===== config.mk =====
export PLATFORM = sky130hd
export DESIGN_NAME = cascade_wdt
export DESIGN_NICKNAME = d
export VERILOG_FILES = /design/src/rtl/wdt_pkg.sv /design/src/rtl/wdt_prescaler.sv /design/src/rtl/wdt_cascade.sv /design/src/rtl/wdt_stretch.sv /design/src/rtl/cascade_wdt.sv
export SDC_FILE = /design/constraint.sdc
export NUM_CORES = 1
export LEC_CHECK = 0
export ABC_AREA = 1
export CAP_MARGIN = 0
export CELL_PAD_IN_SITES_DETAIL_PLACEMENT = 1
export CELL_PAD_IN_SITES_GLOBAL_PLACEMENT = 1
export CORE_MARGIN = 5
export CORE_UTILIZATION = 41
export DETAILED_ROUTE_END_ITERATION = 16
export HOLD_SLACK_MARGIN = 0.02
export PLACE_DENSITY_LB_ADDON = 0.25
export REMOVE_ABC_BUFFERS = 1
export SLEW_MARGIN = 0
export SYNTH_ARGS = -nofsm -noshare
export SYNTH_HDL_FRONTEND = slang
export SYNTH_HIERARCHICAL = 1
export SYNTH_SLANG_ARGS = --single-unit

===== constraint.sdc =====
create_clock -name clk_i -period 4.6 [get_ports clk_i]
set_clock_uncertainty 0.2 [all_clocks]
set_input_delay 0.92 -clock clk_i [delete_from_list [all_inputs] [get_ports clk_i]]
set_output_delay 0.92 -clock clk_i [all_outputs]
set_load 0.05 [all_outputs]

===== src/rtl/wdt_pkg.sv =====
package wdt_pkg;
  // Bit order matches cfg_i[3:0]
  typedef struct packed {
    logic stop_rst;  // [3] stop request forces reset
    logic sel_init;  // [2] reset value of source select
    logic wdt_off;   // [1] watchdog never runs
    logic clk_fast;  // [0] count clock is the system clock
  } wdt_cfg_t;
endpackage


===== src/rtl/wdt_prescaler.sv =====
module wdt_prescaler #(
  parameter int PRE_W = 4
) (
  input  logic clk_i,
  input  logic rst_ni,
  input  logic clr_i,
  input  logic step_i,
  output logic tick_o
);
  logic [PRE_W-1:0] cnt_q;

  always_ff @(posedge clk_i) begin
    if (clr_i)       cnt_q <= '0;
    else if (step_i) cnt_q <= cnt_q + 1'b1;
  end

  assign tick_o = step_i && (cnt_q == '1);


  pre_hold_chk: assert property (@(posedge clk_i) disable iff (!rst_ni)
    (!clr_i && !step_i) |=> $stable(cnt_q));
endmodule


===== src/rtl/wdt_cascade.sv =====
module wdt_cascade #(
  parameter int LO_W = 8,
  parameter int HI_W = 8
) (
  input  logic            clk_i,
  input  logic            rst_ni,
  input  logic            load_i,
  input  logic            tick_i,
  input  logic            bypass_i,
  output logic [HI_W-1:0] hi_o,
  output logic            fire_o
);
  logic [LO_W-1:0] lo_q;
  logic [HI_W-1:0] hi_q;
  logic            lo_wrap, hi_step;

  assign lo_wrap = tick_i && !bypass_i && (lo_q == '0);
  assign hi_step = bypass_i ? tick_i : lo_wrap;
  assign fire_o  = hi_step && (hi_q == '0);
  assign hi_o    = hi_q;

  always_ff @(posedge clk_i) begin
    if (load_i) begin
      lo_q <= '1;
      hi_q <= '1;
    end else begin
      if (tick_i && !bypass_i) lo_q <= lo_q - 1'b1;
      if (hi_step)             hi_q <= hi_q - 1'b1;
    end
  end


  hi_step_chk: assert property (@(posedge clk_i) disable iff (!rst_ni)
    !load_i |=> (hi_q == $past(hi_q) || hi_q == $past(hi_q) - 1'b1 || $past(hi_q) == '0));

  lo_bypass_chk: assert property (@(posedge clk_i) disable iff (!rst_ni)
    (bypass_i && !load_i) |=> $stable(lo_q));
endmodule


===== src/rtl/wdt_stretch.sv =====
module wdt_stretch #(
  parameter int RST_CYC = 4
) (
  input  logic clk_i,
  input  logic rst_ni,
  input  logic trig_i,
  output logic pulse_o
);
  localparam int CW = $clog2(RST_CYC + 1);
  logic [CW-1:0] cnt_q;

  always_ff @(posedge clk_i) begin
    if (!rst_ni) begin
      pulse_o <= 1'b0;
      cnt_q   <= '0;
    end else if (trig_i) begin
      pulse_o <= 1'b1;
      cnt_q   <= CW'(RST_CYC - 1);
    end else if (cnt_q != '0) begin
      cnt_q   <= cnt_q - 1'b1;
    end else begin
      pulse_o <= 1'b0;
    end
  end


  pulse_min_chk: assert property (@(posedge clk_i) disable iff (!rst_ni)
    $rose(pulse_o) |=> pulse_o);
endmodule


===== src/rtl/cascade_wdt.sv =====
module cascade_wdt #(
  parameter int PRE_W   = 4,
  parameter int LO_W    = 8,
  parameter int RST_CYC = 4
) (
  input  logic       clk_i,
  input  logic       rst_ni,
  input  logic [3:0] cfg_i,
  input  logic       slow_tick_i,
  input  logic       stop_req_i,
  input  logic       ctl_wr_i,
  input  logic [7:0] ctl_wdata_i,
  output logic [7:0] ctl_rdata_o,
  output logic       wdt_rst_o
);
  import wdt_pkg::*;
  localparam int HI_W = 8;

  wdt_cfg_t        cfg_q;
  logic            sel_q;
  logic            init, clr, run, step, tick, timer_fire, stop_fire;
  logic [HI_W-1:0] hi_cnt;
  logic            unused_bits;

  always_ff @(posedge clk_i) begin
    if (!rst_ni) cfg_q <= wdt_cfg_t'(cfg_i);
  end

  assign init = !rst_ni || wdt_rst_o;
  assign clr  = init || ctl_wr_i;

  always_ff @(posedge clk_i) begin
    if (!rst_ni)        sel_q <= cfg_i[2];
    else if (wdt_rst_o) sel_q <= cfg_q.sel_init;
    else if (ctl_wr_i)  sel_q <= ctl_wdata_i[7];
  end

  assign run  = !cfg_q.wdt_off && !(stop_req_i && !cfg_q.stop_rst);
  assign step = run && (cfg_q.clk_fast || slow_tick_i);

  wdt_prescaler #(.PRE_W(PRE_W)) u_pre (
    .clk_i (clk_i), .rst_ni(rst_ni), .clr_i(clr), .step_i(step), .tick_o(tick)
  );

  wdt_cascade #(.LO_W(LO_W), .HI_W(HI_W)) u_cnt (
    .clk_i(clk_i), .rst_ni(rst_ni), .load_i(clr), .tick_i(tick),
    .bypass_i(sel_q), .hi_o(hi_cnt), .fire_o(timer_fire)
  );

  assign stop_fire = rst_ni && stop_req_i && cfg_q.stop_rst;

  wdt_stretch #(.RST_CYC(RST_CYC)) u_rst (
    .clk_i(clk_i), .rst_ni(rst_ni),
    .trig_i((timer_fire && !cfg_q.wdt_off) || stop_fire), .pulse_o(wdt_rst_o)
  );

  assign ctl_rdata_o = {sel_q, 1'b0, hi_cnt[HI_W-1 -: 6]};
  assign unused_bits = ^{ctl_wdata_i[6:0], hi_cnt[1:0]};


  wdt_off_chk: assert property (@(posedge clk_i) disable iff (!rst_ni)
    cfg_q.wdt_off |-> !timer_fire);

  wr_reload_chk: assert property (@(posedge clk_i) disable iff (!rst_ni)
    (ctl_wr_i && !wdt_rst_o) |=> (ctl_rdata_o[6:0] == 7'h3F && ctl_rdata_o[7] == $past(ctl_wdata_i[7])));

  stop_rst_chk: assert property (@(posedge clk_i) disable iff (!rst_ni)
    (stop_req_i && cfg_q.stop_rst) |=> wdt_rst_o);

  freeze_chk: assert property (@(posedge clk_i) disable iff (!rst_ni)
    (stop_req_i && !cfg_q.stop_rst && !ctl_wr_i && !wdt_rst_o) |=> $stable(ctl_rdata_o));

  cfg_hold_chk: assert property (@(posedge clk_i) disable iff (!rst_ni)
    1'b1 |=> $stable(cfg_q));
endmodule


## Yosys cells after proc, flatten, opt, wreduce, memory -nomap -nowiden

Cells that the tools add are included.

- Word-level logic and storage cells: 51
- Bits of input ports: 17
- Register bits after elaboration: 29
- Output and inout port bits: 9

- Bitwise gates (word level): 1
- Reduce and logical (&&, ||, !) cells: 24
- $add $sub $neg: 4
- Equality and inequality tests: 3
- Multiplexer cells: 8

Operators by type and width:

| operator | count |
|---|---|
| $logic_not 8->1 | 2 |
| $sub 8x1->8 const B | 2 |
| $logic_and 1x1->1 | 10 |
| $mux 1 | 6 |
| $logic_not 1->1 | 5 |
| $add 4x1->4 const B | 1 |
| $eq 4x4->1 const B | 1 |
| $logic_or 1x1->1 | 4 |
| $mux 2 | 2 |
| $ne 3x1->1 const B | 1 |
| $reduce_bool 3->1 | 1 |
| $sub 3x1->3 const B | 1 |
| $ne 2x1->1 const B | 1 |
| $reduce_bool 2->1 | 1 |
| $reduce_or 2->1 | 1 |
| $not 1->1 | 1 |

## Logic depth before layout (Yosys ltp)

- Word-level depth: 13
- Gate-level depth with buffers: 15
- Depth with buffers taken out: 15

## Cells and area by module

Netlist, hierarchy kept.

Modules (own cells, without submodules):

| module | seq. area each (um^2) | cells each | area each (um^2) | instances |
|---|---|---|---|---|
| wdt_cascade | 320.3 | 131 | 927.1 | 1 |
| cascade_wdt | 150.1 | 27 | 247.7 | 1 |
| wdt_stretch | 80.1 | 26 | 209.0 | 1 |
| wdt_prescaler | 80.1 | 25 | 177.7 | 1 |

## Least setup slack after synthesis

Ideal clock, no wire load.

- Path type: in2reg
- Start point: in stop_req_i
- End point: reg u_rst.cnt_q[0]
- Stages: 15
- Required time: 4.338 ns
- Path buffers: 0
- Setup time: 0.062 ns
- Arrival: 2.745 ns
- Slack: 1.593 ns
- Path through: inv_1 > nor2_1 > nor3_1 > nand3_1 > nor2_1 > inv_2 > nor2_8 > nand3_4 > a21oi_1 > inv_1 > o21ai_0 > inv_2 > nand3_2 > nor2_1 > nor2_2

- Word-level cells in the longest chain between the ends: 12
- Elaborated cells between the ends (all ways): 15
- Those cells by class: 2 x mux; 13 x reduce/logical

Ends and longest elaborated chain:

| element | line | text |
|---|---|---|
| start, declared | cascade_wdt.sv:10 | `input logic stop_req_i,` |
| $logic_and 1x1->1 (*) | cascade_wdt.sv:38 | `assign run = !cfg_q.wdt_off && !(stop_req_i && !cfg_q.stop_rst);` |
| $logic_not 1->1 (*) | cascade_wdt.sv:38 |  |
| $logic_and 1x1->1 (*) | cascade_wdt.sv:38 |  |
| $logic_and 1x1->1 (*) | cascade_wdt.sv:39 | `assign step = run && (cfg_q.clk_fast \|\| slow_tick_i);` |
| named net step | cascade_wdt.sv:21 | `logic init, clr, run, step, tick, timer_fire, stop_fire;` |
| $logic_and 1x1->1 (*) | wdt_prescaler.sv:17 | `assign tick_o = step_i && (cnt_q == '1);` |
| named net tick | cascade_wdt.sv:21 |  |
| $logic_and 1x1->1 (2 in a row) | wdt_cascade.sv:17 | `assign lo_wrap = tick_i && !bypass_i && (lo_q == '0);` |
| $mux 1 (*) | wdt_cascade.sv:18 | `assign hi_step = bypass_i ? tick_i : lo_wrap;` |
| $logic_and 1x1->1 (*) | wdt_cascade.sv:19 | `assign fire_o = hi_step && (hi_q == '0);` |
| named net timer_fire | cascade_wdt.sv:21 |  |
| $logic_and 1x1->1 (*) | cascade_wdt.sv:54 | `.trig_i((timer_fire && !cfg_q.wdt_off) \|\| stop_fire), .pulse_o(wdt_rst_o)` |
| $logic_or 1x1->1 (*) | cascade_wdt.sv:54 |  |
| $mux 2 / $reduce_bool 2->1 (equally long branches) | -- |  |
| end signal, assigned | wdt_stretch.sv:18 | `cnt_q <= CW'(RST_CYC - 1);` |
| end signal, assigned | wdt_stretch.sv:20 | `cnt_q <= cnt_q - 1'b1;` |
| end, declared | wdt_stretch.sv:10 | `logic [CW-1:0] cnt_q;` |

The timed path passes the listed nets; every way through them passes the cells marked *.
A chain may end at the register's enable or synchronous reset.

## Final worst setup path

- Start point: in slow_tick_i
- End point: reg u_rst.cnt_q[0]

- Word-level cells in the longest chain between the ends: 10
- Elaborated cells between the ends (all ways): 11
- Those cells by class: 2 x mux; 9 x reduce/logical

Ends and longest elaborated chain:

| element | line | text |
|---|---|---|
| start, declared | cascade_wdt.sv:9 | `input logic slow_tick_i,` |
| $logic_or 1x1->1 (*) | cascade_wdt.sv:39 |  |
| $logic_and 1x1->1 (*) | cascade_wdt.sv:39 |  |
| named net step | cascade_wdt.sv:21 |  |
| $logic_and 1x1->1 (*) | wdt_prescaler.sv:17 |  |
| named net tick | cascade_wdt.sv:21 |  |
| $logic_and 1x1->1 (2 in a row) | wdt_cascade.sv:17 |  |
| $mux 1 (*) | wdt_cascade.sv:18 |  |
| $logic_and 1x1->1 (*) | wdt_cascade.sv:19 |  |
| named net timer_fire | cascade_wdt.sv:21 |  |
| $logic_and 1x1->1 (*) | cascade_wdt.sv:54 |  |
| $logic_or 1x1->1 (*) | cascade_wdt.sv:54 |  |
| $mux 2 / $reduce_bool 2->1 (equally long branches) | -- |  |

Marks and branches as above.

==> reports/results.tsv <==
stage	metric	value	unit
run_status	status	finished clean	
clocking	clk sinks	29	
yosys	ys flop type	dfxtp_1	
global_route	grt ovf	0	
worst_setup_path	worst endpoint required time	4620	ps
pwr	sequential power share	43.4	%
yosys	synth cell count leaders	nand2_1, nand3_1, inv_1, dfxtp_1, nor2_1	
worst_setup_path	Buf+Inv Stages, Crit Path	4	
yosys	cell taking the most area after synthesis	dfxtp_1	
worst_setup_path	CP most frequent cell	nor2_1	
clocking	hold buffers post-CTS	0	
pwr	Clock power frac	38.3	%
worst_hold_path	Hold WC Path Type	flop to flop	
placed_design	DPL Wire Length	2762	µm
floorplan	die area	5143	µm²
yosys	Synth cell types	26	
clocking	post-CTS resize count	0	
global_route	number of global-route vias before repair	1552	
placed_design	Placement Cell Area	1773	µm²
sta	final period utilization	79.34	%
pwr	total power draw	670.2	µW
pwr	sw frac	27.35	%
worst_setup_path	CP Launch Type	input pin	
drt	# DRC	0	
sta	Final Hold Vio Count	0	
sta	relative slew slack	52.10	%
placed_design	pre-CTS setup slack	615.4	ps
yosys	Area contributors post-synth	dfxtp_1, nand2_1, edfxtp_1	
cells_and_area	synthesis-to-layout area growth	20.35	%
global_route	gr usage total	15.93	%
yosys	Post-Syn Area per Cell	7.471	µm²
floorplan	die height	71.72	µm
drt	drt via density	4.964	
floorplan	io pins	26	
drt	drt total wl	3610	µm
sta	RSZ-0062 raised after global routing	false	
cells_and_area	Layout Nets	254	
clocking	CTS Buf Count	5	
placed_design	Final Wtd Congestion	0.7368	
yosys	Post-synth ARST share	0	%
clocking	Clock Tree Buf Depth	2	
floorplan	Core Footprint	3689	µm²
pwr	internal power	486.9	µW
sta	max-slew violations	0	
worst_setup_path	Critical Path End Type	flop	
sta	setup TNS	0	ps
global_route	initial antenna violation count	0	
floorplan	Rows	22	
worst_setup_path	flop2flop setup slack	1700	ps
pwr	cell area power density	356.6	nW/µm²
worst_setup_path	Worst path slowest cell	nor3_1	
worst_setup_path	critical path cell sequence	clkdlybuf4s50_1 -> nor2_1 -> nor3_1 -> nand3_1 -> nor2_1 -> inv_2 -> nor2_8 -> nand3_4 -> a21oi_1 -> inv_1 -> o21ai_0 -> inv_2 -> nand3_2 -> nor2_1 -> nor2_2	
floorplan	Die W	71.72	µm
yosys	post-synth top area share	30.77	%
yosys	most frequent cell after synthesis	nand2_1	
sta	final hold slack	260.0	ps
clocking	Root Driver	clkbuf_8	
run	maxcap violations	0	
clocking	CTS tree	yes	
cells_and_area	fraction of layout cells with a size suffix above 1	14.72	%
sta	Slew @ Worst Pin	713.1	ps
clocking	H-tree levels	2	
pwr	switching power	183.3	µW
sta	final worst slack	950.4	ps
cells_and_area	post-route cell area	1879	µm²
cells_and_area	multi-input logic area	788.3	µm²
drt	Initial DRC Count	39	
cells_and_area	# diodes	0	
global_route	M2 GR Usage	29.39	%
yosys	Seq/Total Area, Yosys	40.38	%
cells_and_area	fill count	484	
drt	Avg WL per Cell	12.94	µm
pwr	Worst VDD drop	0.0001794	V
floorplan	Initial Utilization	42.33	%
sta	Setup Viol. Count Final	0	
yosys	Synth Register Bits	29	
pwr	Leak	0.0008804	µW
yosys	Yosys warning count	6	
sta	Max Freq	274.0	MHz
pwr	Comb power frac	18.4	%
clocking	Post-CTS Setup Bufs	0	
clocking	clk_lat worst skew	280	ps
worst_setup_path	CP max FO	10	
global_route	GRT met1 Usage	16.75	%
cells_and_area	Reg area	630.6	µm²
drt	first-pass detailed-route iteration total	4	
yosys	Post-synth EDFFs	5	
drt	via count	1385	
yosys	Mapped Area	1561	µm²
global_route	met3 global-route usage	4.067	%
placed_design	port bufs	17	
worst_setup_path	Crit Path Class	input pin to flop	
worst_setup_path	delay-heaviest family, CP	simple AND/OR/NAND/NOR gates	
yosys	Post-Synthesis Cells	209	
clocking	Reg clk slew, reported paths	60	ps
global_route	pin count of the biggest net entering global routing	15	
sta	Tmin final	3650	ps
worst_setup_path	slowest stage delay, CP	580	ps
global_route	first-pass GRT wire length	6555	µm
worst_setup_path	Worst EP arrival	3670	ps
drt	Final ANT Viol Nets	0	
global_route	GR peak layer	met2	
state kept, by name, summed over array words and instances (netlist names):
| signal | cells |
|---|---|
| u_rst/pulse_o | 1 |
| u_rst/cnt_q | 3 |
| u_pre/cnt_q | 4 |
| u_cnt/lo_q | 8 |
| u_cnt/hi_o | 8 |
| sel_q | 1 |
| cfg_q | 4 |
power by group through the flow:
| stage | registers, µW | clock network, µW | logic [µW] |
|---|---|---|---|
| after CTS | 291 | 264 | 127 |
| final | 291 | 256 | 123 |
| after global routing | 293 | 275 | 143 |
| after global placement | 295 | 0 | 115 |
| after floorplan | 301 | 0 | 86.0 |
| after detailed placement | 297 | 0 | 126 |
worst register-to-register path, stage by stage (launching register included):
cell and delay, ps:
edfxtp_1 380, nor3_1 620, nand3_1 180, nor2_1 230, inv_2 100, nor2_8 140, nand3_4 160, a21oi_1 180
inv_1 50, o21ai_0 260, inv_2 110, nand3_2 100, nor2_1 50, nor2_2 90
layer usage:
| layer | part of all wire (%) | wire length, µm |
|---|---|---|
| met1 | 42 | 1520 |
| met2 | 53 | 1897 |
| met3 | 3.2 | 117 |
| met4 | 2.1 | 75 |
| met5 | 0 | 0 |
cell usage in the layout (no fill, tap or decap), types with 3 or more instances in the layout:
cell type        count
inv_1               25
clkbuf_8             5
nand4_1              4
nand2_1             44
edfxtp_1             5
nor2_1              21
o21ai_1              4
nor2_2               7
o21ai_0              3
nand3_1             29
nand3_2              3
clkdlybuf4s50_1     17
xnor2_1              3
ha_1                 7
inv_2                8
nand2_2              5
dfxtp_1             24
a21oi_1              6
kinds of logic (layout without fill, tap and decap cells):
logic type,count (synthesis),in the layout,synth area share (%)
AOI/OAI and AO/OA,14,14,4.968
xor gates and xnor gates,4,4,2.244
adders and majority gates,7,7,5.609
buffers and inverters,36,58,9.134
DFF,29,29,40.38
other,1,1,0.2402
and+or+nand+nor,118,118,37.42
final timing paths:
path                 start              to  cells past startpoint
max reg2reg       cfg_q[1]  u_rst/cnt_q[0]                     13
max            slow_tick_i  u_rst/cnt_q[0]                     15
min          u_cnt/lo_q[7]   u_cnt/lo_q[7]                      2
min reg2reg  u_cnt/lo_q[7]   u_cnt/lo_q[7]                      2
layout make-up:
cell class,count,share of cell area [%]
clock buffers,6,3.862
repair buffers,17,9.055
multi-input cells,144,41.94
flip-flops and latches,29,33.56
inverters,33,6.591
clock inverters,2,1.798
well taps,48,3.196
stage by stage:
step	utilization [%]	cells
2_1_floorplan	-	206
3_3_place_gp	48.07	271
3_5_place_dp	48.07	271
4_1_cts	50.95	279
5_1_grt	50.95	279
6_report	50.95	279
Note: power is estimated with default switching activity, not from simulation.
